### src/rtl/ns_stack_pkg.sv
package ns_stack_pkg;

    localparam int unsigned NS_DEPTH  = 4;
    localparam int unsigned NS_PAGE_W = 3;
    localparam int unsigned NS_LEN_W  = 4;
    localparam int unsigned NS_CSR_W  = 32;

    localparam int unsigned NS_CNT_W = $clog2(NS_DEPTH + 1);
    localparam int unsigned NS_IDX_W = $clog2(NS_DEPTH);

    localparam logic [NS_LEN_W-1:0] NS_LEN_PERM = '1;
    localparam logic [NS_CNT_W-1:0] NS_FULL     = NS_CNT_W'(NS_DEPTH);

    typedef struct packed {
        logic [NS_PAGE_W-1:0] page;
        logic [NS_LEN_W-1:0]  len;
    } ns_entry_t;

    typedef struct packed {
        logic [NS_CNT_W-1:0]          depth;
        ns_entry_t [NS_DEPTH-1:0]     ent;
    } ns_state_t;

    localparam int unsigned NS_STATE_W = $bits(ns_state_t);

    typedef enum logic [1:0] {
        NS_OP_NONE  = 2'd0,
        NS_OP_PUSH  = 2'd1,
        NS_OP_POP   = 2'd2,
        NS_OP_CLEAR = 2'd3
    } ns_op_e;

    // Entry at the top of the stack, or all zero when empty.
    function automatic ns_entry_t ns_top(input ns_state_t s);
        ns_entry_t e;
        e = '0;
        if (s.depth != '0)
            e = s.ent[NS_IDX_W'(s.depth - 1'b1)];
        return e;
    endfunction

    // Clamp the depth and clear every slot at or above it.
    function automatic ns_state_t ns_scrub(input ns_state_t s_in);
        ns_state_t s;
        s = s_in;
        if (s.depth > NS_FULL)
            s.depth = NS_FULL;
        for (int i = 0; i < NS_DEPTH; i++) begin
            if (NS_CNT_W'(i) >= s.depth)
                s.ent[i] = '0;
        end
        return s;
    endfunction

    function automatic logic [NS_CSR_W-1:0] ns_pack(input ns_state_t s);
        return {(NS_CSR_W - NS_STATE_W)'(0), s};
    endfunction

    function automatic ns_state_t ns_unpack(input logic [NS_CSR_W-1:0] w);
        ns_state_t s;
        s = ns_state_t'(w[NS_STATE_W-1:0]);
        return ns_scrub(s);
    endfunction

endpackage

### src/rtl/ns_retire_step.sv
module ns_retire_step
    import ns_stack_pkg::*;
(
    input  ns_state_t st_i,
    input  logic      retire_i,
    output ns_state_t st_o
);
    logic [NS_IDX_W-1:0] top_idx;
    ns_entry_t           top_ent;

    always_comb begin
        st_o    = st_i;
        top_idx = NS_IDX_W'(st_i.depth - 1'b1);
        top_ent = st_i.ent[top_idx];
        if (retire_i && st_i.depth != '0 && top_ent.len != NS_LEN_PERM) begin
            if (top_ent.len <= NS_LEN_W'(1)) begin
                // countdown exhausted: level drops off
                st_o.ent[top_idx] = '0;
                st_o.depth        = st_i.depth - 1'b1;
            end else begin
                st_o.ent[top_idx].len = top_ent.len - 1'b1;
            end
        end
    end
endmodule

### src/rtl/ns_branch_flush.sv
module ns_branch_flush
    import ns_stack_pkg::*;
(
    input  ns_state_t st_i,
    input  logic      flush_i,
    output ns_state_t st_o
);
    logic [NS_DEPTH-1:0] keep;
    logic [NS_CNT_W-1:0] wr_pos;
    ns_state_t           kept;

    for (genvar g = 0; g < NS_DEPTH; g++) begin : g_keep
        assign keep[g] = (NS_CNT_W'(g) < st_i.depth) &&
                         (st_i.ent[g].len == NS_LEN_PERM);
    end

    // Pack the permanent levels downward, preserving their order.
    always_comb begin
        kept   = '0;
        wr_pos = '0;
        for (int i = 0; i < NS_DEPTH; i++) begin
            if (keep[i]) begin
                kept.ent[wr_pos[NS_IDX_W-1:0]] = st_i.ent[i];
                wr_pos = wr_pos + 1'b1;
            end
        end
        kept.depth = wr_pos;
        st_o = flush_i ? kept : st_i;
    end
endmodule

### src/rtl/ns_cmd_apply.sv
module ns_cmd_apply
    import ns_stack_pkg::*;
(
    input  ns_state_t            st_i,
    input  ns_op_e               op_i,
    input  logic [NS_PAGE_W-1:0] page_i,
    input  logic [NS_LEN_W-1:0]  len_i,
    output ns_state_t            st_o,
    output logic                 overflow_o
);
    logic [NS_IDX_W-1:0] free_idx;
    logic [NS_IDX_W-1:0] top_idx;

    always_comb begin
        st_o       = st_i;
        overflow_o = 1'b0;
        free_idx   = st_i.depth[NS_IDX_W-1:0];
        top_idx    = NS_IDX_W'(st_i.depth - 1'b1);
        unique case (op_i)
            NS_OP_PUSH: begin
                if (len_i != '0) begin
                    if (st_i.depth == NS_FULL) begin
                        overflow_o = 1'b1;
                    end else begin
                        st_o.ent[free_idx].page = page_i;
                        st_o.ent[free_idx].len  = len_i;
                        st_o.depth              = st_i.depth + 1'b1;
                    end
                end
            end
            NS_OP_POP: begin
                if (st_i.depth != '0) begin
                    st_o.ent[top_idx] = '0;
                    st_o.depth        = st_i.depth - 1'b1;
                end
            end
            NS_OP_CLEAR: st_o = '0;
            default: ;
        endcase
    end
endmodule

### src/rtl/ns_page_stack.sv
module ns_page_stack
    import ns_stack_pkg::*;
(
    input  logic                 clk,
    input  logic                 rst,
    input  logic                 retire_i,
    input  logic                 branch_taken_i,
    input  logic [1:0]           cmd_op_i,
    input  logic [NS_PAGE_W-1:0] cmd_page_i,
    input  logic [NS_LEN_W-1:0]  cmd_len_i,
    input  logic                 csr_we_i,
    input  logic [NS_CSR_W-1:0]  csr_wdata_i,
    output logic [NS_CSR_W-1:0]  csr_rdata_o,
    output logic                 ns_default_o,
    output logic [NS_PAGE_W-1:0] ns_page_o,
    output logic                 overflow_o
);
    ns_state_t st_q, st_ret, st_br, st_cmd, st_d;
    ns_entry_t top_ent;
    logic      ovf_pulse;
    logic      ovf_q;

    // Same-cycle order: countdown, then branch flush, then command.
    ns_retire_step u_retire (
        .st_i     (st_q),
        .retire_i (retire_i),
        .st_o     (st_ret)
    );

    ns_branch_flush u_flush (
        .st_i    (st_ret),
        .flush_i (branch_taken_i),
        .st_o    (st_br)
    );

    ns_cmd_apply u_cmd (
        .st_i       (st_br),
        .op_i       (ns_op_e'(cmd_op_i)),
        .page_i     (cmd_page_i),
        .len_i      (cmd_len_i),
        .st_o       (st_cmd),
        .overflow_o (ovf_pulse)
    );

    always_comb begin
        st_d = csr_we_i ? ns_unpack(csr_wdata_i) : st_cmd;
    end

    always_ff @(posedge clk) begin
        if (rst) begin
            st_q  <= '0;
            ovf_q <= 1'b0;
        end else begin
            st_q <= st_d;
            if (ovf_pulse && !csr_we_i)
                ovf_q <= 1'b1;
        end
    end

    assign top_ent      = ns_top(st_q);
    assign ns_default_o = (st_q.depth == '0);
    assign ns_page_o    = top_ent.page;
    assign csr_rdata_o  = ns_pack(st_q);
    assign overflow_o   = ovf_q;
endmodule

### config.mk
export PLATFORM = sky130hd
export DESIGN_NAME = ns_page_stack
export DESIGN_NICKNAME = d
export VERILOG_FILES = /design/src/rtl/ns_stack_pkg.sv /design/src/rtl/ns_retire_step.sv /design/src/rtl/ns_branch_flush.sv /design/src/rtl/ns_cmd_apply.sv /design/src/rtl/ns_page_stack.sv
export SDC_FILE = /design/constraint.sdc
export NUM_CORES = 1
export LEC_CHECK = 0
export ABC_AREA = 1
export BUFFER_PORTS_ARGS = -buffer_cell sky130_fd_sc_hd__buf_4
export CAP_MARGIN = 20
export CORE_MARGIN = 1
export CORE_UTILIZATION = 61
export DETAILED_ROUTE_END_ITERATION = 10
export PLACE_DENSITY = 0.95
export SETUP_SLACK_MARGIN = 0.3
export SYNTH_ARGS = -nofsm -noshare
export SYNTH_HDL_FRONTEND = slang
export SYNTH_SLANG_ARGS = --single-unit
### constraint.sdc
create_clock -name clk -period 13.13 [get_ports clk]
set_clock_uncertainty 0.05 [all_clocks]
set_input_delay 2.626 -clock clk [delete_from_list [all_inputs] [get_ports clk]]
set_output_delay 2.626 -clock clk [all_outputs]
set_load 0.005 [all_outputs]
Word level (Yosys, flattened, before mapping) --
Cells that the tools add are included. W data, S select, Z words.
Word-level totals: bits in registers 32, latch bits 0, bits in writable memories 0, ROM bits 0, input port bits 46, output and inout port bits 37, word-level logic and storage cells 120, memories kept 0
Operators by class: add/sub/neg operators 7, multipliers 0, divide/modulo/power cells 0, magnitude comparators 22, equal/unequal tests 9, shifts and indexed selects 0, multiplexer cells 50, bitwise logic cells 4, reduce and logical (&&, ||, !) cells 18
Operators by type and width (count):
- $mux W31 | 6
- $bwmux W28 | 6
- $demux W7 S2 | 8
- $mux W28 | 4
- $pmux W31 S3 | 1
- $mux W7 | 13
- $and A28 B28 Y28 | 2
- $not A28 Y28 | 2
- $eq A4 B4 Y1 const B | 4
- $lt A2 B3 Y1 const B | 5
- $mux W3 | 5
- $bmux W7 S2 | 1
- $logic_and A1 B1 Y1 | 13
- $ge A2 B1 Y1 const B | 5
- $add A3 B1 Y3 const B | 3
- $mux W4 | 2
- $ge A1 B3 Y1 const A | 2
- $ge A2 B3 Y1 const A | 2
- $lt A1 B3 Y1 const A | 2
- $lt A2 B3 Y1 const A | 2
- $reduce_bool A3 Y1 | 2
- $sub A3 B1 Y3 const B | 2
- $eq A2 B2 Y1 const B | 2
- $le A4 B1 Y1 const B | 1
- 12 further kinds | 15

Logic depth before layout (Yosys ltp) --
depth after elaboration 33, depth in mapped cells 43, mapped depth without buffers 40

Hierarchy --
From an unflattened synthesis, not the netlist that was laid out.
Unflattened totals: cells, all modules 758, area total of the unflattened synthesis 4295.4 um2
Modules (own cells, without submodules):
- ns_page_stack | times used 1, cells each 188, area each 1392.6 um2
- ns_branch_flush | times used 1, cells each 215, area each 1047.3 um2
- ns_retire_step | times used 1, cells each 187, area each 975.9 um2
- ns_cmd_apply | times used 1, cells each 168, area each 879.6 um2

Least setup slack after synthesis --
Ideal clock, no wire load.
kind input to register, start input port retire_i, end register st_q (netlist bit csr_rdata_o[27]), library setup time 0.138 ns, arrival time 6.280 ns, slack 6.662 ns, stages on the path 30, buffers on the path 1, cell sequence nand2_1 > nor2_2 > buf_6 > nand2_1 > nand2_1 > o21ai_0 > nand2_1 > nor2_1 > nand2_2 > clkinv_2 > ha_1 > inv_1 > nand3_1 > nand2_4 > inv_2 > nand3_2 > inv_2 > a21oi_1 > nand3_1 > o21ai_2 > ha_1 > ha_1 > nor2_1 > inv_1 > nor2_1 > inv_1 > o21ai_0 > nand2_2 > o211ai_1 > a21oi_1
Between the ends: longest elaborated chain between the ends 23, elaborated cells on any way between the ends 67, those cells by class add/sub (4); order compare (14); eq/ne (5); mux (30); bitwise (2); reduce/logical (12)
RTL lines:
- from (decl) | line ns_page_stack.sv:6 | input logic retire_i,
- $logic_and A1 B1 Y1 * (2 in a row) | line ns_retire_step.sv:15 | if (retire_i && st_i.depth != '0 && top_ent.len != NS_LEN_PERM) begin
- $mux W31 * | line ns_retire_step.sv:15
- $lt A1 B3 Y1 or $eq A4 B4 Y1 (tied branches) | line ns_branch_flush.sv:13, ns_branch_flush.sv:14
- $logic_and A1 B1 Y1 | line ns_branch_flush.sv:13 | assign keep[g] = (NS_CNT_W'(g) < st_i.depth) &&
- $mux W1 | line ns_branch_flush.sv:22 | if (keep[i]) begin
- $add A1 B1 Y2, or another cell as far along | line ns_branch_flush.sv:24 | wr_pos = wr_pos + 1'b1;
- $mux W3 or $logic_and A1 B1 Y1 (tied branches) | line ns_branch_flush.sv:22, ns_branch_flush.sv:23
- $add A3 B1 Y3, or another cell as far along | line ns_branch_flush.sv:24
- (+6 left out)
- $logic_and A1 B1 Y1 (implied by the code), or another cell as far along | line ns_cmd_apply.sv:33 | st_o.ent[top_idx] = '0;
- $mux W7 (implied by the code), or another cell as far along | line ns_cmd_apply.sv:33
- $demux W7 S2 or $bwmux W28 (tied branches)
- $not A28 Y28 (no source line) or $bwmux W28 (tied branches)
- $and A28 B28 Y28 (no source line) or $mux W31 (tied branches)
- $mux W31 (on tied branches) | line ns_cmd_apply.sv:32, ns_cmd_apply.sv:21
- $pmux W31 S3 * | line ns_cmd_apply.sv:19 | unique case (op_i)
- $mux W31 * | line ns_page_stack.sv:46 | st_d = csr_we_i ? ns_unpack(csr_wdata_i) : st_cmd;
- to (signal assigned) | line ns_page_stack.sv:54 | st_q <= st_d;
- to (decl) | line ns_page_stack.sv:18 | ns_state_t st_q, st_ret, st_br, st_cmd, st_d;
Every way passes the cells marked *; elsewhere a longest branch is shown, timed or not. A chain may end at the register's enable or synchronous reset.

Final worst setup path --
start register st_q (netlist bit csr_rdata_o[28]), end register st_q (netlist bit csr_rdata_o[26])
Between the ends: longest elaborated chain between the ends 29, elaborated cells on any way between the ends 86, those cells by class add/sub (6); order compare (17); eq/ne (6); mux (39); bitwise (4); reduce/logical (14)
RTL lines:
- parallel branches: the longest is 8 deep, another holds $sub A4 B1 Y4
- $mux W31 * | line ns_retire_step.sv:15
- $eq A4 B4 Y1 | line ns_branch_flush.sv:14 | (st_i.ent[g].len == NS_LEN_PERM);
- $logic_and A1 B1 Y1 | line ns_branch_flush.sv:13
- $mux W1 | line ns_branch_flush.sv:22
- $add A1 B1 Y2, or another cell as far along | line ns_branch_flush.sv:24
- $mux W3 or $logic_and A1 B1 Y1 (tied branches) | line ns_branch_flush.sv:22, ns_branch_flush.sv:23
- $add A3 B1 Y3, or another cell as far along | line ns_branch_flush.sv:24
- (+6 left out)
- $logic_and A1 B1 Y1 (implied by the code), or another cell as far along | line ns_cmd_apply.sv:33
- $mux W7 (implied by the code), or another cell as far along | line ns_cmd_apply.sv:33
- $demux W7 S2 or $bwmux W28 (tied branches)
- $not A28 Y28 (no source line) or $bwmux W28 (tied branches)
- $and A28 B28 Y28 (no source line) or $mux W31 (tied branches)
- $mux W31 (on tied branches) | line ns_cmd_apply.sv:32, ns_cmd_apply.sv:21
- $pmux W31 S3 * | line ns_cmd_apply.sv:19
- $mux W31 * | line ns_page_stack.sv:46
Every way passes the cells marked *. The select of a mux whose other input is x is not followed.

==> run metrics <==
Slowest-stage cell, CP=dfxtp_1; Final Hold Fails=0; ys flop type=dfxtp_1; Final Setup Violations=0; Detailed Route Iter0 Violations=471; worst reg2reg startpoint=csr_rdata_o[28]; Core Rows=28; Total GRT Usage=40.6%; Core Area=6060 sq um; setup bufs post-CTS=0; Setup crit start=csr_rdata_o[28]; Setup crit start kind=register; Pleak=2.52 nW; Yosys top cell by area=nand2_1; Via density=5.83; #FFs+latches synth=32; Chip Height=82.3 um; placed cell count=833; Seq/Total Area, Yosys=16.3%; number of port buffers=80; clk buf depth=2; drt total wl=13600 um; run status=finished, final reports clean; fin nets=828; setup TNS=0 ns; Hold WC Path Type=register to register; cells after synthesis=697; vias in the first global route=4303; YS warnings=0; total I/O pin count=83; commonest non-fill, non-tap cell in the layout=nand2_1; Area contributors post-synth=nand2_1, dfxtp_1, inv_1; Critical Path End Type=register; most frequent cells in the layout=nand2_1, inv_1, buf_4; Area Growth Syn to Fin=17.5%; PnR worst setup slack=5.32 ns; post-route ant nets=0; Post-synth EDFFs=0; period utilization=59.5%; Die X=82.3 um; Slowest Stage Delay on Critical Path=0.91 ns; syn_area_per_cell=5.64 sq um; die area=6770 sq um; fin crit period=7.81 ns; Max FO, Critical Path=22; H-tree depth=2; Pins Over Slew Limit=0; CTS tree=yes; FMAX=128 MHz; Syn Nets=760; critical path data required time=13.25 ns; initial antenna violation count=0; area share of the largest cell type after synthesis=25.9%; # diodes=0; Hold Buf Count CTS=0; per-cell routed wire length=16.1 um; largest net degree at the start of global routing=32; final RePlAce weighted congestion=1.01; drt drc=0; TritonCTS Buffers=5; max_slew headroom=36.7%; hpwl dp=10700 um; Setup CP Type=register to register; peak supply drop=0.0000719 V; Setup WS pre-CTS=5.37 ns; worst skew pair latency=0.29 ns; max cap viols=0; register clock-pin slew on the reported worst setup and hold paths=0.07 ns; unrepaired setup endpoints after global routing=false; asr flop ratio synth=0%; mapped cell area=3930 sq um; post-CTS sizing=0; Root Buffer=clkbuf_8; arrival time worst endpoint=7.93 ns; Vias=4906; Netlist cell types=40; PwrDens=79.0 nW/um^2; worst min-delay path startpoint=overflow_o; layout cells sized above 1=20.6%; CTS Sinks=32; worst-margin pin slew=0.948 ns; Layout Cells excl Fill=841; DRT Pass-1 Iters=5; Worst R2R Setup Slack=5.32 ns; final global-route overflow total=0; Initial Utilization=64.8%; first-pass GRT wire length=20700 um
-- Yosys cell counts (6+ instances only) --
library cell  count
o21ai_0          29
ha_1             17
nand3_1          48
a31oi_1           7
o21ai_1          13
nand2_2          23
nand4_1           6
a21oi_1          37
nand3_2          10
buf_2             6
nor2_1           37
o211ai_1          9
inv_1            90
nand2_1         271
nand2_4          10
clkbuf_1          6
a21oi_2           8
dfxtp_1          32
-- power breakdown --
| part | switching (W) | internal, W | total (W) |
|---|---|---|---|
| registers | 0.00000921 | 0.000103 | 0.000112 |
| clock network | 0.0000390 | 0.0000563 | 0.0000953 |
| logic | 0.000101 | 0.0000559 | 0.000157 |
| total | 0.000149 | 0.000215 | 0.000364 |
-- sequential cells by signal, summed over array words and instances, names as in the netlist --
name	flops
csr_rdata_o	31
overflow_o	1
-- cell type report --
type	instances	area [sq um]
Tap cell	75	93.8
Clock buffer	6	72.6
Multi-Input combinational cell	546	2780
Timing Repair Buffer	80	601
Sequential cell	32	641
Fill cell	504	1450
Clock inverter	2	35.0
Inverter	100	395
-- metal layers --
metal | vias to the layer above | global-route usage [%] | part of all wire (%)
met5 | - | 0 | 0
met4 | 0 | 15.8 | 3.4
met3 | 47 | 5.93 | 11
met2 | 362 | 65.8 | 44
met1 | 2154 | 53.8 | 42
li1 | 2343 | - | -
-- stage by stage --
step	cell area, sq um	power [W]	util (%)	hold WS [ns]
4_1_cts	4610	0.000357	76.1	0.408
2_1_floorplan	3930	0.000217	-	0.397
3_5_place_dp	4510	0.000265	74.4	0.396
3_3_place_gp	4510	0.000259	74.4	0.395
5_1_grt	4610	0.000381	76.1	0.446
6_report	4610	0.000364	76.1	0.411
-- path summary, 6_finish.rpt --
| check | endpoint | depth (start not counted) |
|---|---|---|
| max | csr_rdata_o[26] | 39 |
| min | overflow_o | 2 |
| max reg2reg | csr_rdata_o[26] | 39 |
| min reg2reg | overflow_o | 2 |
-- cell families after synthesis --
family                   synth area share [%]
AND/OR/NAND/NOR                          48.3
AO/OA/AOI/OAI                            16.6
buffers and inverters                    13.0
adder cells (fa/ha/maj)                  5.41
XOR/XNOR                                0.223
flip-flops                               16.3
other                                  0.0954
-- critical path, delay by kind of cell, from the launching register on --
family          cells  cell delay, ns
simple gates       20            3.10
fa+ha+maj           5            1.72
buf+inv             9            1.25
flops               1            0.91
compound gates      5            0.63
No activity file was read; power rests on OpenSTA's default activity.
